### config.mk
export PLATFORM = sky130hd
export DESIGN_NAME = psram_cycle_decoder
export DESIGN_NICKNAME = d
export VERILOG_FILES = /design/src/rtl/psram_dec_pkg.sv /design/src/rtl/psram_cfg_regs.sv /design/src/rtl/psram_pd_ctrl.sv /design/src/rtl/psram_op_decode.sv /design/src/rtl/psram_cycle_decoder.sv
export SDC_FILE = /design/constraint.sdc
export NUM_CORES = 1
export LEC_CHECK = 0
export ABC_AREA = 1
export BUFFER_PORTS_ARGS = -buffer_cell sky130_fd_sc_hd__buf_2
export CORE_ASPECT_RATIO = 1.1
export CORE_UTILIZATION = 44
export CTS_CLUSTER_DIAMETER = 150
export DETAILED_ROUTE_END_ITERATION = 6
export GPL_ROUTABILITY_DRIVEN = 0
export HOLD_SLACK_MARGIN = 0.15
export PLACE_DENSITY = 0.67
export SYNTH_ARGS = -nofsm -noshare
export SYNTH_HDL_FRONTEND = slang
export SYNTH_HIERARCHICAL = 1
export SYNTH_SLANG_ARGS = --single-unit
### constraint.sdc
create_clock -name clk -period 3.1 [get_ports clk]
set_input_delay 0.465 -clock clk [delete_from_list [all_inputs] [get_ports clk]]
set_output_delay 0.465 -clock clk [all_outputs]
set_load 0.005 [all_outputs]
### src/rtl/psram_dec_pkg.sv
package psram_dec_pkg;

    localparam int CFG_W    = 16;
    localparam int MODE_BIT = 15;  // 1 = asynchronous, 0 = synchronous burst
    localparam int POL_BIT  = 10;  // 1 = stall active high
    localparam int PD_BIT   = 4;   // 0 arms deep power-down

    localparam logic [CFG_W-1:0] BUS_CFG_RST = 16'h8400;
    localparam logic [CFG_W-1:0] REF_CFG_RST = 16'h0010;

    typedef enum logic [3:0] {
        OP_IDLE = 4'd0,
        OP_NOP  = 4'd1,
        OP_RD   = 4'd2,
        OP_WR   = 4'd3,
        OP_CRD  = 4'd4,
        OP_CWR  = 4'd5,
        OP_BRI  = 4'd6,
        OP_BWI  = 4'd7,
        OP_BCT  = 4'd8,
        OP_BSP  = 4'd9,
        OP_DPD  = 4'd10
    } op_e;

    typedef enum logic [2:0] {
        BD_NONE = 3'd0,
        BD_RD   = 3'd1,
        BD_WR   = 3'd2,
        BD_CRD  = 3'd3,
        BD_CWR  = 3'd4
    } bdir_e;

endpackage

### src/rtl/psram_cfg_regs.sv
module psram_cfg_regs
    import psram_dec_pkg::*;
(
    input  logic             clk,
    input  logic             rst_n,
    input  logic             wr_i,
    input  logic             sel_i,
    input  logic [CFG_W-1:0] wdata_i,
    input  logic             restore_i,
    output logic [CFG_W-1:0] bcr_o,
    output logic [CFG_W-1:0] rcr_o
);

    typedef struct packed {
        logic [CFG_W-1:0] bus;
        logic [CFG_W-1:0] refr;
    } cfg_t;

    cfg_t cfg_d, cfg_q;

    always_comb begin
        cfg_d = cfg_q;
        if (restore_i) begin
            cfg_d.bus  = BUS_CFG_RST;
            cfg_d.refr = REF_CFG_RST;
        end else if (wr_i) begin
            if (sel_i) cfg_d.bus  = wdata_i;
            else       cfg_d.refr = wdata_i;
        end
    end

    always_ff @(posedge clk or negedge rst_n) begin
        if (!rst_n) begin
            cfg_q.bus  <= BUS_CFG_RST;
            cfg_q.refr <= REF_CFG_RST;
        end else begin
            cfg_q <= cfg_d;
        end
    end

    assign bcr_o = cfg_q.bus;
    assign rcr_o = cfg_q.refr;

    AST_CFG_HOLD: assert property (@(posedge clk) disable iff (!rst_n)
        !(wr_i || restore_i) |=> ($stable(bcr_o) && $stable(rcr_o)));

    AST_CFG_RESTORE: assert property (@(posedge clk) disable iff (!rst_n)
        restore_i |=> (bcr_o == BUS_CFG_RST && rcr_o == REF_CFG_RST));

endmodule

### src/rtl/psram_pd_ctrl.sv
module psram_pd_ctrl (
    input  logic clk,
    input  logic rst_n,
    input  logic sel_n,
    input  logic pd_arm_i,
    output logic dpd_now_o,
    output logic dpd_exit_o
);

    typedef struct packed {
        logic sel_prev;
        logic dpd;
    } pd_t;

    pd_t pd_d, pd_q;
    logic enter;

    always_comb begin
        enter      = !pd_q.dpd && sel_n && !pd_q.sel_prev && pd_arm_i;
        dpd_exit_o = pd_q.dpd && !sel_n;
        dpd_now_o  = pd_q.dpd || enter;
        pd_d.sel_prev = sel_n;
        pd_d.dpd      = enter || (pd_q.dpd && !dpd_exit_o);
    end

    always_ff @(posedge clk or negedge rst_n) begin
        if (!rst_n) begin
            pd_q.sel_prev <= 1'b1;
            pd_q.dpd      <= 1'b0;
        end else begin
            pd_q <= pd_d;
        end
    end

    AST_DPD_HOLD: assert property (@(posedge clk) disable iff (!rst_n)
        (pd_q.dpd && sel_n) |=> pd_q.dpd);

    AST_DPD_LEAVE: assert property (@(posedge clk) disable iff (!rst_n)
        (pd_q.dpd && !sel_n) |=> !pd_q.dpd);

endmodule

### src/rtl/psram_op_decode.sv
module psram_op_decode
    import psram_dec_pkg::*;
(
    input  logic  sel_n,
    input  logic  adv_n,
    input  logic  out_en_n,
    input  logic  wr_en_n,
    input  logic  cfg_space,
    input  logic  async_mode,
    input  logic  dpd_now,
    input  bdir_e bdir_q,
    output op_e   op_o,
    output bdir_e bdir_d
);

    always_comb begin
        op_o   = OP_NOP;
        bdir_d = bdir_q;
        if (dpd_now) begin
            op_o   = OP_DPD;
            bdir_d = BD_NONE;
        end else if (sel_n) begin
            op_o   = OP_IDLE;
            bdir_d = BD_NONE;
        end else if (async_mode) begin
            bdir_d = BD_NONE;
            if (cfg_space) begin
                if (!wr_en_n)       op_o = OP_CWR;
                else if (!out_en_n) op_o = OP_CRD;
                else                op_o = OP_NOP;
            end else begin
                if (!wr_en_n)       op_o = OP_WR;
                else if (!out_en_n) op_o = OP_RD;
                else                op_o = OP_NOP;
            end
        end else if (!adv_n) begin
            if (!cfg_space) begin
                if (!wr_en_n) begin
                    op_o   = OP_BWI;
                    bdir_d = BD_WR;
                end else begin
                    op_o   = OP_BRI;
                    bdir_d = BD_RD;
                end
            end else if (!wr_en_n) begin
                op_o   = OP_CWR;
                bdir_d = BD_CWR;
            end else if (!out_en_n) begin
                op_o   = OP_CRD;
                bdir_d = BD_CRD;
            end else begin
                op_o   = OP_NOP;
                bdir_d = BD_NONE;
            end
        end else begin
            case (bdir_q)
                BD_RD, BD_CRD: op_o = out_en_n ? OP_BSP : OP_BCT;
                BD_WR, BD_CWR: op_o = OP_BCT;
                default:       op_o = OP_NOP;
            endcase
        end
    end

endmodule

### src/rtl/psram_cycle_decoder.sv
module psram_cycle_decoder
    import psram_dec_pkg::*;
#(
    parameter int DW = 16
) (
    input  logic                 clk,
    input  logic                 rst_n,
    input  logic                 sel_n,
    input  logic                 adv_n,
    input  logic                 out_en_n,
    input  logic                 wr_en_n,
    input  logic                 cfg_space,
    input  logic [DW/8-1:0]      byte_en_n,
    input  logic                 cfg_sel,
    input  logic [DW-1:0]        dq_i,
    output logic [DW-1:0]        dq_o,
    output logic [DW/8-1:0]      dq_oe_o,
    output logic                 stall_o,
    output logic                 stall_oe_o,
    output logic [3:0]           op_o,
    output logic                 arr_rd_o,
    output logic                 arr_wr_o,
    output logic [DW/8-1:0]      arr_be_o,
    output logic [DW-1:0]        arr_wdata_o,
    input  logic [DW-1:0]        arr_rdata_i
);

    localparam int LANES = DW / 8;

    typedef struct packed {
        op_e              op;
        logic [LANES-1:0] lanes;
        logic             rd;
        logic             wr;
        logic [LANES-1:0] be;
        logic [DW-1:0]    wdata;
        logic             from_arr;
        logic [CFG_W-1:0] cword;
        logic             soe;
        logic             st;
        bdir_e            bdir;
        logic             csel;
    } out_t;

    out_t o_d, o_q;

    logic [CFG_W-1:0] bcr, rcr;
    logic             async_mode, stall_pol;
    logic             dpd_now, dpd_exit;
    op_e              op_now;
    bdir_e            bdir_next;
    logic             cfg_wr, busy;
    logic [DW-1:0]    rd_word;

    assign async_mode = bcr[MODE_BIT];
    assign stall_pol  = bcr[POL_BIT];
    assign cfg_wr     = (op_now == OP_CWR);

    psram_cfg_regs u_cfg (
        .clk       (clk),
        .rst_n     (rst_n),
        .wr_i      (cfg_wr),
        .sel_i     (cfg_sel),
        .wdata_i   (dq_i[CFG_W-1:0]),
        .restore_i (dpd_exit),
        .bcr_o     (bcr),
        .rcr_o     (rcr)
    );

    psram_pd_ctrl u_pd (
        .clk        (clk),
        .rst_n      (rst_n),
        .sel_n      (sel_n),
        .pd_arm_i   (!rcr[PD_BIT]),
        .dpd_now_o  (dpd_now),
        .dpd_exit_o (dpd_exit)
    );

    psram_op_decode u_dec (
        .sel_n      (sel_n),
        .adv_n      (adv_n),
        .out_en_n   (out_en_n),
        .wr_en_n    (wr_en_n),
        .cfg_space  (cfg_space),
        .async_mode (async_mode),
        .dpd_now    (dpd_now),
        .bdir_q     (o_q.bdir),
        .op_o       (op_now),
        .bdir_d     (bdir_next)
    );

    always_comb begin
        o_d          = o_q;
        busy         = 1'b0;
        o_d.op       = op_now;
        o_d.bdir     = bdir_next;
        o_d.lanes    = '0;
        o_d.rd       = 1'b0;
        o_d.wr       = 1'b0;
        o_d.be       = '0;
        o_d.from_arr = 1'b0;
        o_d.soe      = !sel_n && !dpd_now;
        case (op_now)
            OP_RD: begin
                o_d.rd       = 1'b1;
                o_d.be       = ~byte_en_n;
                o_d.lanes    = ~byte_en_n;
                o_d.from_arr = 1'b1;
            end
            OP_WR: begin
                o_d.wr    = 1'b1;
                o_d.be    = ~byte_en_n;
                o_d.wdata = dq_i;
            end
            OP_CRD: begin
                o_d.lanes = ~byte_en_n;
                o_d.cword = cfg_sel ? bcr : rcr;
                o_d.csel  = cfg_sel;
                busy      = !async_mode;
            end
            OP_CWR: begin
                o_d.csel = cfg_sel;
                busy     = !async_mode;
            end
            OP_BRI, OP_BWI: busy = 1'b1;
            OP_BCT: begin
                case (o_q.bdir)
                    BD_RD: begin
                        o_d.rd       = 1'b1;
                        o_d.be       = ~byte_en_n;
                        o_d.lanes    = ~byte_en_n;
                        o_d.from_arr = 1'b1;
                    end
                    BD_WR: begin
                        o_d.wr    = 1'b1;
                        o_d.be    = ~byte_en_n;
                        o_d.wdata = dq_i;
                    end
                    BD_CRD: begin
                        o_d.lanes = ~byte_en_n;
                        o_d.cword = o_q.csel ? bcr : rcr;
                    end
                    default: ;
                endcase
            end
            default: ;
        endcase
        o_d.st = o_d.soe && (stall_pol ? busy : !busy);
    end

    always_ff @(posedge clk or negedge rst_n) begin
        if (!rst_n) o_q <= '0;
        else        o_q <= o_d;
    end

    assign rd_word = o_q.from_arr ? arr_rdata_i : DW'(o_q.cword);

    for (genvar g = 0; g < LANES; g++) begin : g_lane
        assign dq_o[g*8 +: 8] = o_q.lanes[g] ? rd_word[g*8 +: 8] : 8'h00;
    end

    assign dq_oe_o     = o_q.lanes;
    assign stall_o     = o_q.st;
    assign stall_oe_o  = o_q.soe;
    assign op_o        = o_q.op;
    assign arr_rd_o    = o_q.rd;
    assign arr_wr_o    = o_q.wr;
    assign arr_be_o    = o_q.be;
    assign arr_wdata_o = o_q.wdata;

    AST_STANDBY_FLOAT: assert property (@(posedge clk) disable iff (!rst_n)
        (op_o == 4'(OP_IDLE)) |-> (dq_oe_o == '0 && !stall_oe_o && !arr_rd_o && !arr_wr_o));

    AST_DPD_QUIET: assert property (@(posedge clk) disable iff (!rst_n)
        (op_o == 4'(OP_DPD)) |-> (dq_oe_o == '0 && !stall_oe_o && !arr_rd_o && !arr_wr_o));

    AST_ONE_STROBE: assert property (@(posedge clk) disable iff (!rst_n)
        !(arr_rd_o && arr_wr_o));

    AST_SUSPEND_FLOAT: assert property (@(posedge clk) disable iff (!rst_n)
        (op_o == 4'(OP_BSP)) |-> (dq_oe_o == '0 && !arr_rd_o));

    AST_ASYNC_NO_BURST: assert property (@(posedge clk) disable iff (!rst_n)
        $past(async_mode) |-> !(op_o inside {4'(OP_BRI), 4'(OP_BWI), 4'(OP_BCT), 4'(OP_BSP)}));

endmodule

# == Word-level counts from Yosys, hierarchy flattened ==
# Index checks and enable logic that the tools add are counted.
# W data, S select, Z words.
# word_totals
wordCells,107
output_inout_bits,44
latch_bits,0
inputBits,42
mem_count,0
reg_bits,82
romBits,0
ram_bits,0
# op_classes
div_mod_pow,0
muxes,44
add_sub_neg,0
shift,0
n_lt_le_gt_ge,0
multipliers,0
n_eq_ne,15
bitwise,1
reduce_logical,32
# ops
op,n
$mux W16,7
$mux W32,2
$pmux W16 S2,2
$mux W4,8
$mux W3,7
$eq A4 B3 Y1 const B,4
$mux W8,2
$reduce_or A2 Y1,7
$mux W2,5
$eq A4 B2 Y1 const B,2
$logic_not A1 Y1,8
$pmux W2 S2,2
$pmux W4 S2,1
$reduce_and A2 Y1,4
$reduce_bool A2 Y1,4
$logic_and A1 B1 Y1,7
$eq A3 B2 Y1 const B,2
$ne A2 B1 Y1 const B,3
$pmux W1 S2,3
$mux W1,5
$eq A4 B4 Y1 const B,1
$ne A4 B2 Y1 const B,1
$eq A3 B1 Y1 const B,1
$eq A3 B3 Y1 const B,1
2 further kinds,3

# == Logic depth before layout (Yosys ltp) ==
# logic_depth
word_depth,13
depth_mapped,16
ltp_nobuf,15

# == By module ==
# Netlist, hierarchy kept.
# modules_own_cells
mod,instances,seq_area_each_um2,cells_per_inst,area_per_inst_um2
psram_cycle_decoder,1,1201.2,433,2931.6
psram_cfg_regs,1,804.5,177,1451.4
psram_op_decode,1,0.0,46,209.0
psram_pd_ctrl,1,51.3,9,83.8

# == Worst setup path after synthesis ==
# No wires, ideal clock.
# synth_path
kind,flip-flop to flip-flop
start,register u_cfg.cfg_q (netlist bit u_cfg/rcr_o[4])
end,register u_cfg.cfg_q (netlist bit u_cfg/rcr_o[11])
slack_ps,848
n_path_buf,1
required_ps,2983
synth_period_minus_slack_ps,2252
setup_time_ps,117
path_stages_with_launch,13
t_arrival_ps,2135
cell_sequence,dfstp_2 inv_1 nand3_2 nand2_1 nor2_4 o211ai_1 nor2_1 nand3_1 nor2_1 nand2_2 buf_6 nand3_1 nand2_1
# synth_rtl
item,line,rtl
start: declaration,psram_cfg_regs.sv:19,"cfg_t cfg_d, cfg_q;"
start signal: assignment,psram_cfg_regs.sv:37,cfg_q <= cfg_d;

==> results.sh <==
export IMPL_status="completed"
export IMPL_path_buf_inv=2
export IMPL_dr_pass1_iters=5
export IMPL_p_leak_uw=0.00302
export IMPL_cpMaxStageDelayCell="dfstp_2"
export IMPL_crit_type="reg2reg"
export IMPL_synth_seq_cells=82
export IMPL_yosysUniqueCellTypes=25
export IMPL_crit_required_ps=3380
export IMPL_synth_fp_nets=707
export IMPL_synth_edf_count=0
export IMPL_dr_total_vias=4121
export IMPL_die_area_um2=11000
export IMPL_yosysWarnings=6
export IMPL_hpwl_um=7470
export IMPL_maxCapViolCount=0
export IMPL_end_kind="register"
export IMPL_start_util=0.452
export IMPL_fin_crit_ps=2660
export IMPL_hp_class="in2async"
export IMPL_synth_top_area_frac=0.417
export IMPL_slew_headroom=0.323
export IMPL_crit_fanout=18
export IMPL_path_clk_slew_ps=70
export IMPL_num_antenna_cells=0
export IMPL_final_nets=756
export IMPL_start_kind="register"
export IMPL_io_pin_count=86
export IMPL_core_region_area_um2=10300
export IMPL_fmax_ghz=0.376
export IMPL_clockBufferDepth=2
export IMPL_layout_drive_gt1_share=0.192
export IMPL_hold_buffers=0
export IMPL_grt_usage=0.202
export IMPL_rows=39
export IMPL_peakVddDrop_v=0.000390
export IMPL_critPathMaxStageDelay_ps=540
export IMPL_synth_area_leader_cell="dfrtp_1"
export IMPL_cp_arrival_ps=2930
export IMPL_finalSetupViolations=0
export IMPL_cts_inserted_buffers=9
export IMPL_dieWidth_um=100
export IMPL_async_flop_share=1.00
export IMPL_ant_nets=0
export IMPL_synth_main_ff_cell="dfrtp_1"
export IMPL_synth_area_leaders="dfrtp_1 (42%), nand2_1 (22%), nand3_1 (7.9%)"
export IMPL_final_setup_tns_ps=0
export IMPL_ys_seq_area_frac=0.440
export IMPL_avgViaCountPerCell=4.78
export IMPL_grt_pass1_wl_um=17600
export IMPL_grt_max_degree=83
export IMPL_p_per_area_nw_per_um2=696
export IMPL_drt_iter0_drc=214
export IMPL_syn_area_um2=4680
export IMPL_finalHoldViolCount=0
export IMPL_nFillCells=1052
export IMPL_cts_root_buf="clkbuf_16"
export IMPL_drc_errors=0
export IMPL_fin_util=0.509
export IMPL_die_height_um=110
export IMPL_antenna_found_initial=0
export IMPL_cts_sinks=82
export IMPL_fin_skew_ps=6.76
export IMPL_path_delay_family="simple AND/OR/NAND/NOR gates"
export IMPL_syn_to_final_growth_pct=12.6
export IMPL_cts_tree="yes"
export IMPL_drt_total_wl_um=10400
export IMPL_htree_num_levels=3
export IMPL_synthesis_instances=665
export IMPL_drv_slew=0
export IMPL_post_cts_buffers=0
export IMPL_synth_commonest_cells="nand2_1 (274), dfrtp_1 (78), nand3_1 (74)"
export IMPL_worst_skew_pair_late_latency_ps=340
export IMPL_worst_pin_slew_ps=1020
export IMPL_synth_most_common_cell="nand2_1"
export IMPL_rsz0062_at_grt="no"
export IMPL_routedWlPerCell_um=12.1
export IMPL_cts_resized=0
export IMPL_grt_pass1_vias=3715
export IMPL_crit_chain="inv_1 > nand3_2 > nand2_1 > nor2_4 > o211ai_1 > nor2_1 > nand3_1 > nor2_1 > nand2_4 > inv_2 > nand3_1 > nand2_1"
export IMPL_grt_ovfl_total=0
export IMPL_io_buffers=85
export IMPL_timing_final_crit_share=0.857
export IMPL_avgSynthCellArea_um2=7.03
==> routing by layer <==
layer	vias up	global-route usage	wire (um)
met3	11	0.0259	539
met1	1830	0.285	5160
li1	2145	-	-
met5	-	0	0
met2	135	0.318	4570
met4	0	0.0756	133
==> per-stage QoR <==
stage                     cell area, um^2  hold slack, ps  worst slack (ps)  cells  total power (uW)
final                                5270             285               444    862              3670
after global routing                 5270             296               225    862              3930
after CTS                            5270             294               443    862              3700
after detailed placement             4960             473               424    846              2580
after global placement               4960             470               477    846              2550
after floorplan                      4680             169               848    665              2390
==> logic make-up (layout without fill, tap and decap cells) <==
| group | count (synthesis) | after routing | share of synthesized area |
|---|---|---|---|
| AND/OR/NAND/NOR | 433 | 433 | 0.392 |
| flip-flops | 82 | 82 | 0.440 |
| AO/OA/AOI/OAI | 45 | 45 | 0.0492 |
| buffers and inverters | 105 | 159 | 0.119 |
==> cell type report <==
| class | instances | area, um^2 | share of cell area |
|---|---|---|---|
| Clock buffer | 9 | 225 | 0.0428 |
| Clock inverter | 7 | 85.1 | 0.0162 |
| Inverter | 55 | 206 | 0.0392 |
| Multi-Input combinational cell | 478 | 2060 | 0.392 |
| Sequential cell | 82 | 2060 | 0.391 |
| Tap cell | 143 | 179 | 0.0340 |
| Timing Repair Buffer | 88 | 450 | 0.0855 |
==> where the power goes <==
part           internal, uW  switching [uW]  leakage [uW]
Combinational           385             615       0.00178
Sequential             1340             228       0.00109
Clock                   639             464      0.000153
==> worst register-to-register path, stage by stage (launching register included) <==
cell      delay, ps
dfstp_2         540
inv_1            60
nand3_2          80
nand2_1         120
nor2_4          150
o211ai_1        100
nor2_1          370
nand3_1         180
nor2_1          350
nand2_4         210
inv_2           250
nand3_1         100
nand2_1          80
==> cell usage in the layout, fill, tap and decap left out, types with 5 or more instances in the layout <==
cell type / synthesis / routed
buf_2: 12 / 84
clkbuf_16: 0 / 9
nand2_1: 274 / 274
inv_2: 8 / 8
nor2_1: 60 / 60
inv_1: 46 / 46
dfrtp_1: 78 / 78
o21ai_0: 38 / 38
nand3_1: 74 / 74
nand2_2: 5 / 5
==> worst paths after layout <==
| check | startpoint | end | slack (ps) | depth (start not counted) |
|---|---|---|---|---|
| max in group asynchronous | rst_n | o_q[3] | 2160 | 1 |
| max reg2reg | u_cfg/rcr_o[4] | u_cfg/bcr_o[4] | 440 | 12 |
| min in group clk | sel_n | u_pd/pd_q[1] | 300 | 1 |
| min | rst_n | arr_wdata_o[9] | 280 | 1 |
| max | u_cfg/rcr_o[4] | u_cfg/bcr_o[4] | 440 | 12 |
| min reg2reg | u_pd/pd_q[0] | u_pd/pd_q[0] | 490 | 2 |
==> registers in the layout (all words and copies together) (netlist names), 2 cells and up <==
signal	cells
op_o	4
u_cfg/rcr_o	16
arr_wdata_o	16
u_cfg/bcr_o	16
u_pd/pd_q	2
arr_be_o	2
dq_oe_o	2
o_q	21
Note: power is estimated with default switching activity, not from simulation.
